$ cat src/rtl/dacpd_pkg.sv
package dacpd_pkg;

  typedef enum logic [1:0] {
    PD_ON   = 2'b00,
    PD_1K   = 2'b01,
    PD_100K = 2'b10,
    PD_500K = 2'b11
  } pd_mode_t;

  localparam int LOAD_W = 3;

endpackage

$ cat src/rtl/dacpd_load_dec.sv
module dacpd_load_dec
  import dacpd_pkg::*;
(
  input  pd_mode_t              mode,
  output logic                  amp_en,
  output logic [LOAD_W-1:0]     load_sel
);

  assign amp_en = (mode == PD_ON);

  for (genvar k = 0; k < LOAD_W; k++) begin : g_load
    assign load_sel[k] = (mode == pd_mode_t'(2'(k + 1)));
  end

endmodule

$ cat src/rtl/dacpd_wake_timer.sv
module dacpd_wake_timer #(
  parameter int WAKE_CYC = 1125,
  parameter int CNT_W    = 11
) (
  input  logic clk,
  input  logic rst_n,
  input  logic start,
  input  logic abort,
  output logic busy
);

  localparam logic [CNT_W-1:0] LOAD_VAL = CNT_W'(WAKE_CYC);

  logic [CNT_W-1:0] cnt_q;
  logic [CNT_W-1:0] cnt_d;
  logic             cnt_en;

  assign busy   = (cnt_q != '0);
  assign cnt_en = start | abort | busy;

  always_comb begin
    cnt_d = cnt_q;
    if (start) begin
      cnt_d = LOAD_VAL;
    end else if (abort) begin
      cnt_d = '0;
    end else if (busy) begin
      cnt_d = cnt_q - 1'b1;
    end
  end

  always_ff @(posedge clk or negedge rst_n) begin
    if (!rst_n) begin
      cnt_q <= '0;
    end else if (cnt_en) begin
      cnt_q <= cnt_d;
    end
  end

endmodule

$ cat src/rtl/dacpd_chan.sv
module dacpd_chan
  import dacpd_pkg::*;
#(
  parameter int CODE_W   = 12,
  parameter int WAKE_CYC = 1125,
  parameter int CNT_W    = 11
) (
  input  logic              clk,
  input  logic              rst_n,
  input  logic              wr_sel,
  input  logic [1:0]        wr_pd,
  input  logic              wr_vref,
  input  logic              wake,
  input  logic              greset,
  input  logic [1:0]        sh_pd,
  input  logic              sh_vref,
  input  logic [CODE_W-1:0] sh_code,
  output logic              amp_en,
  output logic [LOAD_W-1:0] load_sel,
  output logic              out_valid,
  output logic              vref_q,
  output logic [CODE_W-1:0] code_q
);

  pd_mode_t          pd_q;
  pd_mode_t          pd_d;
  logic              vref_d;
  logic [CODE_W-1:0] code_d;
  logic              st_en;
  logic              code_en;
  logic              wake_evt;
  logic              abort;
  logic              busy;

  // next-state: reset reload, then addressed write, then broadcast wake
  always_comb begin
    pd_d    = pd_q;
    vref_d  = vref_q;
    code_d  = code_q;
    st_en   = 1'b0;
    code_en = 1'b0;
    if (greset) begin
      pd_d    = pd_mode_t'(sh_pd);
      vref_d  = sh_vref;
      code_d  = sh_code;
      st_en   = 1'b1;
      code_en = 1'b1;
    end else if (wr_sel) begin
      pd_d   = pd_mode_t'(wr_pd);
      vref_d = wr_vref;
      st_en  = 1'b1;
    end else if (wake) begin
      pd_d  = PD_ON;
      st_en = 1'b1;
    end
  end

  assign wake_evt = st_en && (pd_d == PD_ON) && ((pd_q != PD_ON) || busy);
  assign abort    = st_en && (pd_d != PD_ON);

  always_ff @(posedge clk or negedge rst_n) begin
    if (!rst_n) begin
      pd_q   <= PD_ON;
      vref_q <= 1'b1;
    end else if (st_en) begin
      pd_q   <= pd_d;
      vref_q <= vref_d;
    end
  end

  always_ff @(posedge clk or negedge rst_n) begin
    if (!rst_n) begin
      code_q <= '0;
    end else if (code_en) begin
      code_q <= code_d;
    end
  end

  dacpd_wake_timer #(
    .WAKE_CYC (WAKE_CYC),
    .CNT_W    (CNT_W)
  ) u_timer (
    .clk   (clk),
    .rst_n (rst_n),
    .start (wake_evt),
    .abort (abort),
    .busy  (busy)
  );

  dacpd_load_dec u_dec (
    .mode     (pd_q),
    .amp_en   (amp_en),
    .load_sel (load_sel)
  );

  assign out_valid = (pd_q == PD_ON) && !busy;

endmodule

$ cat src/rtl/dacpd_ctrl.sv
module dacpd_ctrl
  import dacpd_pkg::*;
#(
  parameter int N_CH    = 4,
  parameter int CODE_W  = 12,
  parameter int CLK_HZ  = 250_000_000,
  parameter int WAKE_NS = 4500
) (
  input  logic                     clk,
  input  logic                     rst_n,
  input  logic                     wr_stb,
  input  logic [((N_CH>1)?$clog2(N_CH):1)-1:0] wr_ch,
  input  logic [1:0]               wr_pd,
  input  logic                     wr_vref,
  input  logic                     gc_wake_stb,
  input  logic                     gc_reset_stb,
  input  logic [2*N_CH-1:0]        shadow_pd,
  input  logic [N_CH-1:0]          shadow_vref,
  input  logic [CODE_W*N_CH-1:0]   shadow_code,
  output logic [N_CH-1:0]          amp_en,
  output logic [LOAD_W*N_CH-1:0]   load_sel,
  output logic [N_CH-1:0]          out_valid,
  output logic                     vref_int_en,
  output logic [CODE_W*N_CH-1:0]   dac_code
);

  localparam int     CH_W      = (N_CH > 1) ? $clog2(N_CH) : 1;
  localparam longint WAKE_PROD = longint'(CLK_HZ) * longint'(WAKE_NS);
  localparam int     WAKE_RAW  = int'((WAKE_PROD + 64'd999_999_999) / 64'd1_000_000_000);
  localparam int     WAKE_CYC  = (WAKE_RAW < 1) ? 1 : WAKE_RAW;
  localparam int     CNT_W     = $clog2(WAKE_CYC + 1);

  logic [1:0]      rst_pipe;
  logic            rst_sync_n;
  logic [N_CH-1:0] vref_vec;

  // asynchronous assertion, synchronous release
  always_ff @(posedge clk or negedge rst_n) begin
    if (!rst_n) begin
      rst_pipe <= 2'b00;
    end else begin
      rst_pipe <= {rst_pipe[0], 1'b1};
    end
  end
  assign rst_sync_n = rst_pipe[1];

  for (genvar i = 0; i < N_CH; i++) begin : g_ch
    logic sel;
    assign sel = wr_stb && (wr_ch == CH_W'(i));

    dacpd_chan #(
      .CODE_W   (CODE_W),
      .WAKE_CYC (WAKE_CYC),
      .CNT_W    (CNT_W)
    ) u_chan (
      .clk       (clk),
      .rst_n     (rst_sync_n),
      .wr_sel    (sel),
      .wr_pd     (wr_pd),
      .wr_vref   (wr_vref),
      .wake      (gc_wake_stb),
      .greset    (gc_reset_stb),
      .sh_pd     (shadow_pd[2*i +: 2]),
      .sh_vref   (shadow_vref[i]),
      .sh_code   (shadow_code[CODE_W*i +: CODE_W]),
      .amp_en    (amp_en[i]),
      .load_sel  (load_sel[LOAD_W*i +: LOAD_W]),
      .out_valid (out_valid[i]),
      .vref_q    (vref_vec[i]),
      .code_q    (dac_code[CODE_W*i +: CODE_W])
    );
  end

  assign vref_int_en = |vref_vec;

endmodule

$ cat config.mk
export PLATFORM = sky130hd
export DESIGN_NAME = dacpd_ctrl
export DESIGN_NICKNAME = d
export VERILOG_FILES = /design/src/rtl/dacpd_pkg.sv /design/src/rtl/dacpd_load_dec.sv /design/src/rtl/dacpd_wake_timer.sv /design/src/rtl/dacpd_chan.sv /design/src/rtl/dacpd_ctrl.sv
export SDC_FILE = /design/constraint.sdc
export NUM_CORES = 1
export LEC_CHECK = 0
export BUFFER_PORTS_ARGS = -buffer_cell sky130_fd_sc_hd__buf_2
export CORE_AREA = 5 5 120 122
export DETAILED_ROUTE_END_ITERATION = 10
export DIE_AREA = 0 0 125 127
export PLACE_DENSITY = 0.72
export SYNTH_ARGS = -nofsm -noshare
export SYNTH_HDL_FRONTEND = slang
export SYNTH_SLANG_ARGS = --single-unit
$ cat constraint.sdc
create_clock -name clk -period 6.5 [get_ports clk]
set_clock_uncertainty 0.1 [all_clocks]
set_input_delay 1.3 -clock clk [delete_from_list [all_inputs] [get_ports clk]]
set_output_delay 1.3 -clock clk [all_outputs]
set_load 0.005 [all_outputs]
==> results.cfg, run 1 <==
[synthesis]
synthesis.nets = 558
seq_area_frac_synth = 0.507
synth_enable_flop_cells = 0
synth.yosys.warnings = 0
ys_ff_latch = 106
syn_area_um2 = 5240
async_flop_share = 1.00
synth_cell_types = 60
syn_inst = 480
synthFlopType = dfrtp_1
syn_area_per_cell_um2 = 10.9

[global_routing]
antenna_found_initial = 2
grt_pass1_wl_um = 22100
grt_max_degree = 74
grt_pass1_vias = 4449
grt_usage = 0.169
grt.overflow.total = 0

[worst_setup_path]
startpoint_type = flip-flop
crit_arrival_ns = 2.39
cp-end-kind = primary output
critPathMaxFanout = 6
worst_ep_required_time_ns = 5.10
critPathKind = reg -> out

[run_status]
outcome = finished, final reports clean

[clock_tree]
clkLatencyLatePin_ns = 0.35
clockBufferDepth = 2
cts_resized = 0
post_cts_buffers = 0
cts_tree = yes
cts_buffers = 9
root_buffer = clkbuf_16
clkSlewWorstSetupHoldPaths_ns = 0.08
cts.sinks = 106
holdBufCountCts = 0
htree_num_levels = 3

[power]
combPwrFrac = 0.168
p_per_area_nw_per_um2 = 256
irDropWorstVdd_mv = 0.170
switching_power_mw = 0.445
power_frac_seq = 0.467
power.share.clock = 0.365
switching_share = 0.272
p_int_mw = 1.19
p_leak_nw = 2.88

[timing]
setup_viol = 0
finalMaxSlewViolations = 0
fin_crit_sh = 0.584
relSlewSlack = 0.218
fin_tns_setup_ns = 0
fin_crit_ns = 3.79
clock.fmax_mhz = 264
worstMarginPinSlew_ns = 1.16
setup_ws_ns = 2.71
rsz0062_at_grt = false
hold_violations = 0

[routing]
wl_um = 13100
antenna_left = 0
drt-initial-drc-count = 268
first_pass_iters = 4
vias = 4250
detail_route.wl_per_cell_um = 16.6
via_per_inst = 5.38
drcViolationCount = 0

[die]
die_h_um = 127
dieArea_um2 = 15900
start_util = 0.401
core_um2 = 13100
die_w_um = 125
row_count = 42
ios = 139

[final_layout]
fin_area_um2 = 6390
finalNetCount = 686
final_common_cell = buf_2
final_cell_mix = 138 x buf_2, 101 x dfrtp_1, 48 x mux2_2
area_delta_synth_final_pct = 21.8
drive_above_1_share = 0.375
postLayoutCoreUtil = 0.488

[job]
maxCapViolations = 0

[worst_hold_path]
hold_class = reg -> async

[place]
hpwl_um = 9950
pre_cts_ws_ns = 3.00
place_area_um2 = 6060
portBuffers = 138
gp_congestion = 0.892
synthesized netlist by cell type (3+ instances only):
cell type / count / area [um^2]
nor2b_1: 10 / 62.6
nand2b_1: 4 / 25.0
o21a_1: 3 / 22.5
a21oi_1: 32 / 160
dfrtp_1: 102 / 2550
or3_1: 15 / 93.8
ha_1: 8 / 100
clkbuf_1: 12 / 45.0
xor2_1: 5 / 43.8
buf_4: 8 / 60.1
nor4_2: 3 / 37.5
nor3_1: 14 / 70.1
buf_1: 3 / 11.3
nor2_1: 19 / 71.3
or2_2: 7 / 43.8
xnor2_1: 5 / 43.8
a21o_1: 4 / 30.0
mux2i_1: 10 / 100
and2_1: 6 / 37.5
nor3b_1: 10 / 75.1
inv_1: 10 / 37.5
o21ai_0: 23 / 115
or4_1: 7 / 52.6
and3_1: 3 / 18.8
a211oi_1: 8 / 60.1
dfstp_2: 4 / 105
mux2_2: 48 / 541
nor4_1: 4 / 25.0
nand4_1: 3 / 18.8
nand2_1: 30 / 113
o31ai_1: 10 / 75.1
nand3_1: 10 / 50.1
a31oi_1: 4 / 25.0
final cells by class:
| cell class | count | area, um^2 |
|---|---|---|
| tap | 176 | 220 |
| inverter | 10 | 37.5 |
| antenna | 1 | 2.50 |
| clock inverter | 7 | 101 |
| multi-input combinational | 340 | 2430 |
| timing repair buffer | 141 | 713 |
| clock buffer | 9 | 225 |
| sequential | 106 | 2660 |
| fill | 1190 | 6700 |
routing by layer:
layer | vias up | share of wire | global-route usage
li1 | 2015 | - | -
met5 | - | 0.00084 | 0
met3 | 30 | 0.10 | 0.0701
met4 | 2 | 0.035 | 0.0829
met2 | 177 | 0.45 | 0.257
met1 | 2026 | 0.42 | 0.210
cells by family after synthesis:
family,Yosys count,synth area share
simple gates,161,0.179
flops,106,0.507
xor+xnor,10,0.0167
mux,58,0.122
fa+ha+maj,8,0.0191
other cells,1,0.000715
compound gates,102,0.125
buf+inv,34,0.0303
worst max-delay path: stages (launching register included):
cell     delay [ns]
dfrtp_1        0.39
inv_1          0.12
ha_1           0.18
or4b_1         0.56
or4_4          0.50
nor3_1         0.15
buf_2          0.14
registers in the layout, summed over array words and instances (netlist names):
name	count
g_ch.u_chan.code_q	48
g_ch.u_chan.u_timer.cnt_q	44
g_ch.u_chan.pd_q	8
g_ch.u_chan.vref_q	4
rst_pipe	2
path summary, 6_finish.rpt:
check                                                start                              end  slack (ns)  depth (start not counted)
min in group clk                               rst_pipe[0]                      rst_pipe[1]        0.26                          0
setup / recovery           g_ch[1].u_chan.u_timer.cnt_q[0]                     out_valid[1]        2.71                          6
hold / removal                                 rst_pipe[1]         g_ch[2].u_chan.code_q[5]        0.16                          0
max in group asynchronous                      rst_pipe[1]  g_ch[1].u_chan.u_timer.cnt_q[8]        4.88                          1
hold reg to reg                                rst_pipe[1]         g_ch[2].u_chan.code_q[5]        0.16                          0
setup reg to reg           g_ch[1].u_chan.u_timer.cnt_q[0]  g_ch[1].u_chan.u_timer.cnt_q[1]        4.03                          6
metrics by stage:
step / hold WS (ns) / cells / total power [mW]
2_1_floorplan: 0.231 / 480 / 0.944
3_3_place_gp: 0.167 / 773 / 1.04
3_5_place_dp: 0.171 / 773 / 1.05
4_1_cts: 0.176 / 789 / 1.65
5_1_grt: 0.213 / 790 / 1.72
6_report: 0.156 / 790 / 1.64
power by group through the flow:
stage	registers (mW)	clock network, mW	logic, mW
2_1_floorplan	0.775	0	0.169
3_3_place_gp	0.773	0	0.269
3_5_place_dp	0.776	0	0.277
4_1_cts	0.764	0.606	0.278
5_1_grt	0.773	0.640	0.311
6_report	0.764	0.596	0.275
Power figures use the tool's default switching activity.
==> run 2, diff against run 1 <==
clock period = 3.7 ns   (was 6.5 ns; I/O delays follow)
==> run 2 against run 1 <==
Compared with the run above: clock-buffer cell count stayed put; worst setup slack worse by 2.2 ns; cell area is 0.55% higher; worst hold slack worse by 0.084 ns; global-route usage is 0.37 points lower.
==> results.cfg, run 2 (same netlist as run 1, synthesis figures left out) <==
[final_layout]
area_delta_synth_final_pct = 22.5
final_common_cell = buf_2
reg.largest.list = g_ch.u_chan.code_q (48), g_ch.u_chan.u_timer.cnt_q (44), g_ch.u_chan.pd_q (8)
largest_reg_flops = 48
final_cell_mix = 138 x buf_2, 101 x dfrtp_1, 48 x mux2_2
regMostFlops = g_ch.u_chan.code_q
fill_cells = 1186
drive_above_1_share = 0.377
finalNetCount = 688

[die]
core_um2 = 13100
ios = 139
dieArea_um2 = 15900
die_w_um = 125
row_count = 42
start_util = 0.401
die_h_um = 127

[routing]
highest_layer = met4
detail_route.wl_per_cell_um = 16.2
drt-initial-drc-count = 345
via_per_inst = 5.34
wl_met3_um = 1220
wl_met2_um = 5840
antenna_left = 0
m1WireLength_um = 5440
drcViolationCount = 0
first_pass_iters = 5
wl_um = 12900
vias = 4232

[global_routing]
antenna_found_initial = 2
grt_usage = 0.166
grt_pass1_vias = 4461
grt_max_degree = 79
grt.overflow.total = 0
grt_pass1_wl_um = 21800

[worst_setup_path]
crit_path_start = g_ch[1].u_chan.u_timer.cnt_q[0]
critPathKind = reg -> out
startpoint_type = flip-flop
crit_arrival_ns = 2.33
worst_ep_required_time_ns = 2.86
max_stage_delay_ns = 0.54
crit_family = simple AND/OR/NAND/NOR gates
slowest_stage = or4b_1
cp_num_buf_inv = 2
rrSetupSlack_ns = 1.25
cp-end-kind = primary output
critPathMaxFanout = 6
crit_chain = inv_1 -> ha_1 -> or4b_1 -> or4_4 -> nor3_1 -> buf_2
rr_startpoint = g_ch[1].u_chan.u_timer.cnt_q[0]

[clock_tree]
cts.sinks = 106
clockBufferDepth = 2
root_buffer = clkbuf_16
htree_num_levels = 3
clkSlewWorstSetupHoldPaths_ns = 0.07
cts_tree = yes
holdBufCountCts = 0
post_cts_buffers = 0
cts_buffers = 9
cts_resized = 0
clkLatencyLatePin_ns = 0.35

[timing]
clock.fmax_mhz = 315
hold_violations = 0
rsz0062_at_grt = false
setup_viol = 0
finalMaxSlewViolations = 0
relSlewSlack = 0.309
fin_tns_setup_ns = 0
fin_crit_ns = 3.17
worstMarginPinSlew_ns = 1.04
setup_ws_ns = 0.528
fin_crit_sh = 0.857

[power]
irDropWorstVdd_mv = 0.298
power_frac_seq = 0.465
p_per_area_nw_per_um2 = 452
p_leak_nw = 2.90
switching_power_mw = 0.797
combPwrFrac = 0.164
p_int_mw = 2.11
switching_share = 0.275
power.share.clock = 0.371

[place]
pre_cts_ws_ns = 0.881
hpwl_um = 9600
portBuffers = 138
gp_congestion = 0.879

[run_status]
outcome = finished, final reports clean

[job]
maxCapViolations = 0

[worst_hold_path]
hold_class = in -> async
[run 2: cell count changes in the layout (fill, tap and decap cells not counted), sizes merged]
cell      before  now
clkinvlp       1    0
inv           11   13
buf          141  143
clkinv         3    2
diode          1    2
[run 2: area by class of cell]
type	instances	area (um^2)	share of cell area
diodes	2	5.00	0.000779
clock buffers	9	225	0.0351
clock inverters	7	119	0.0185
inverters	10	37.5	0.00584
multi-input cells	340	2430	0.378
flip-flops and latches	106	2660	0.414
well taps	176	220	0.0343
repair buffers	143	728	0.113
[run 2: worst register-to-register path: cells and delay by family, from the launching register on]
family,cells,cell delay (ns)
AO/OA/AOI/OAI,2,0.55
AND/OR/NAND/NOR,2,1.04
buffers and inverters,1,0.11
flip-flops,1,0.37
adder cells (fa/ha/maj),1,0.18
[run 2: power by group through the flow]
stage          registers [mW]  clock network, mW  logic (mW)
3_3_place_gp             1.36                  0       0.463
6_report                 1.35               1.08       0.476
4_1_cts                  1.35               1.11       0.479
3_5_place_dp             1.37                  0       0.478
5_1_grt                  1.37               1.16       0.535
2_1_floorplan            1.36                  0       0.297
[run 2: worst paths after layout]
path                                                    to  depth (start not counted)
setup / recovery                              out_valid[1]                          6
hold / removal                                 rst_pipe[1]                          1
setup reg to reg           g_ch[1].u_chan.u_timer.cnt_q[1]                          6
hold reg to reg                                rst_pipe[1]                          0
max in group asynchronous        g_ch[2].u_chan.code_q[11]                          1
min in group clk                               rst_pipe[1]                          0
[run 2: metal layers]
layer | global-route usage | vias to the layer above
met3 | 0.0664 | 27
met1 | 0.203 | 2020
met4 | 0.0804 | 0
met2 | 0.256 | 175
met5 | 0 | -
li1 | - | 2010
[run 2: through the flow]
step                      power, mW  instances  utilization  hold slack, ns  area, um^2
after CTS                      2.94        791        0.490          0.0548        6420
after floorplan                1.66        480            -           0.231        5240
after global routing           3.06        793        0.491          0.0521        6420
final                          2.90        793        0.491          0.0723        6420
after global placement         1.83        775        0.464           0.238        6070
after detailed placement       1.85        775        0.464           0.240        6070
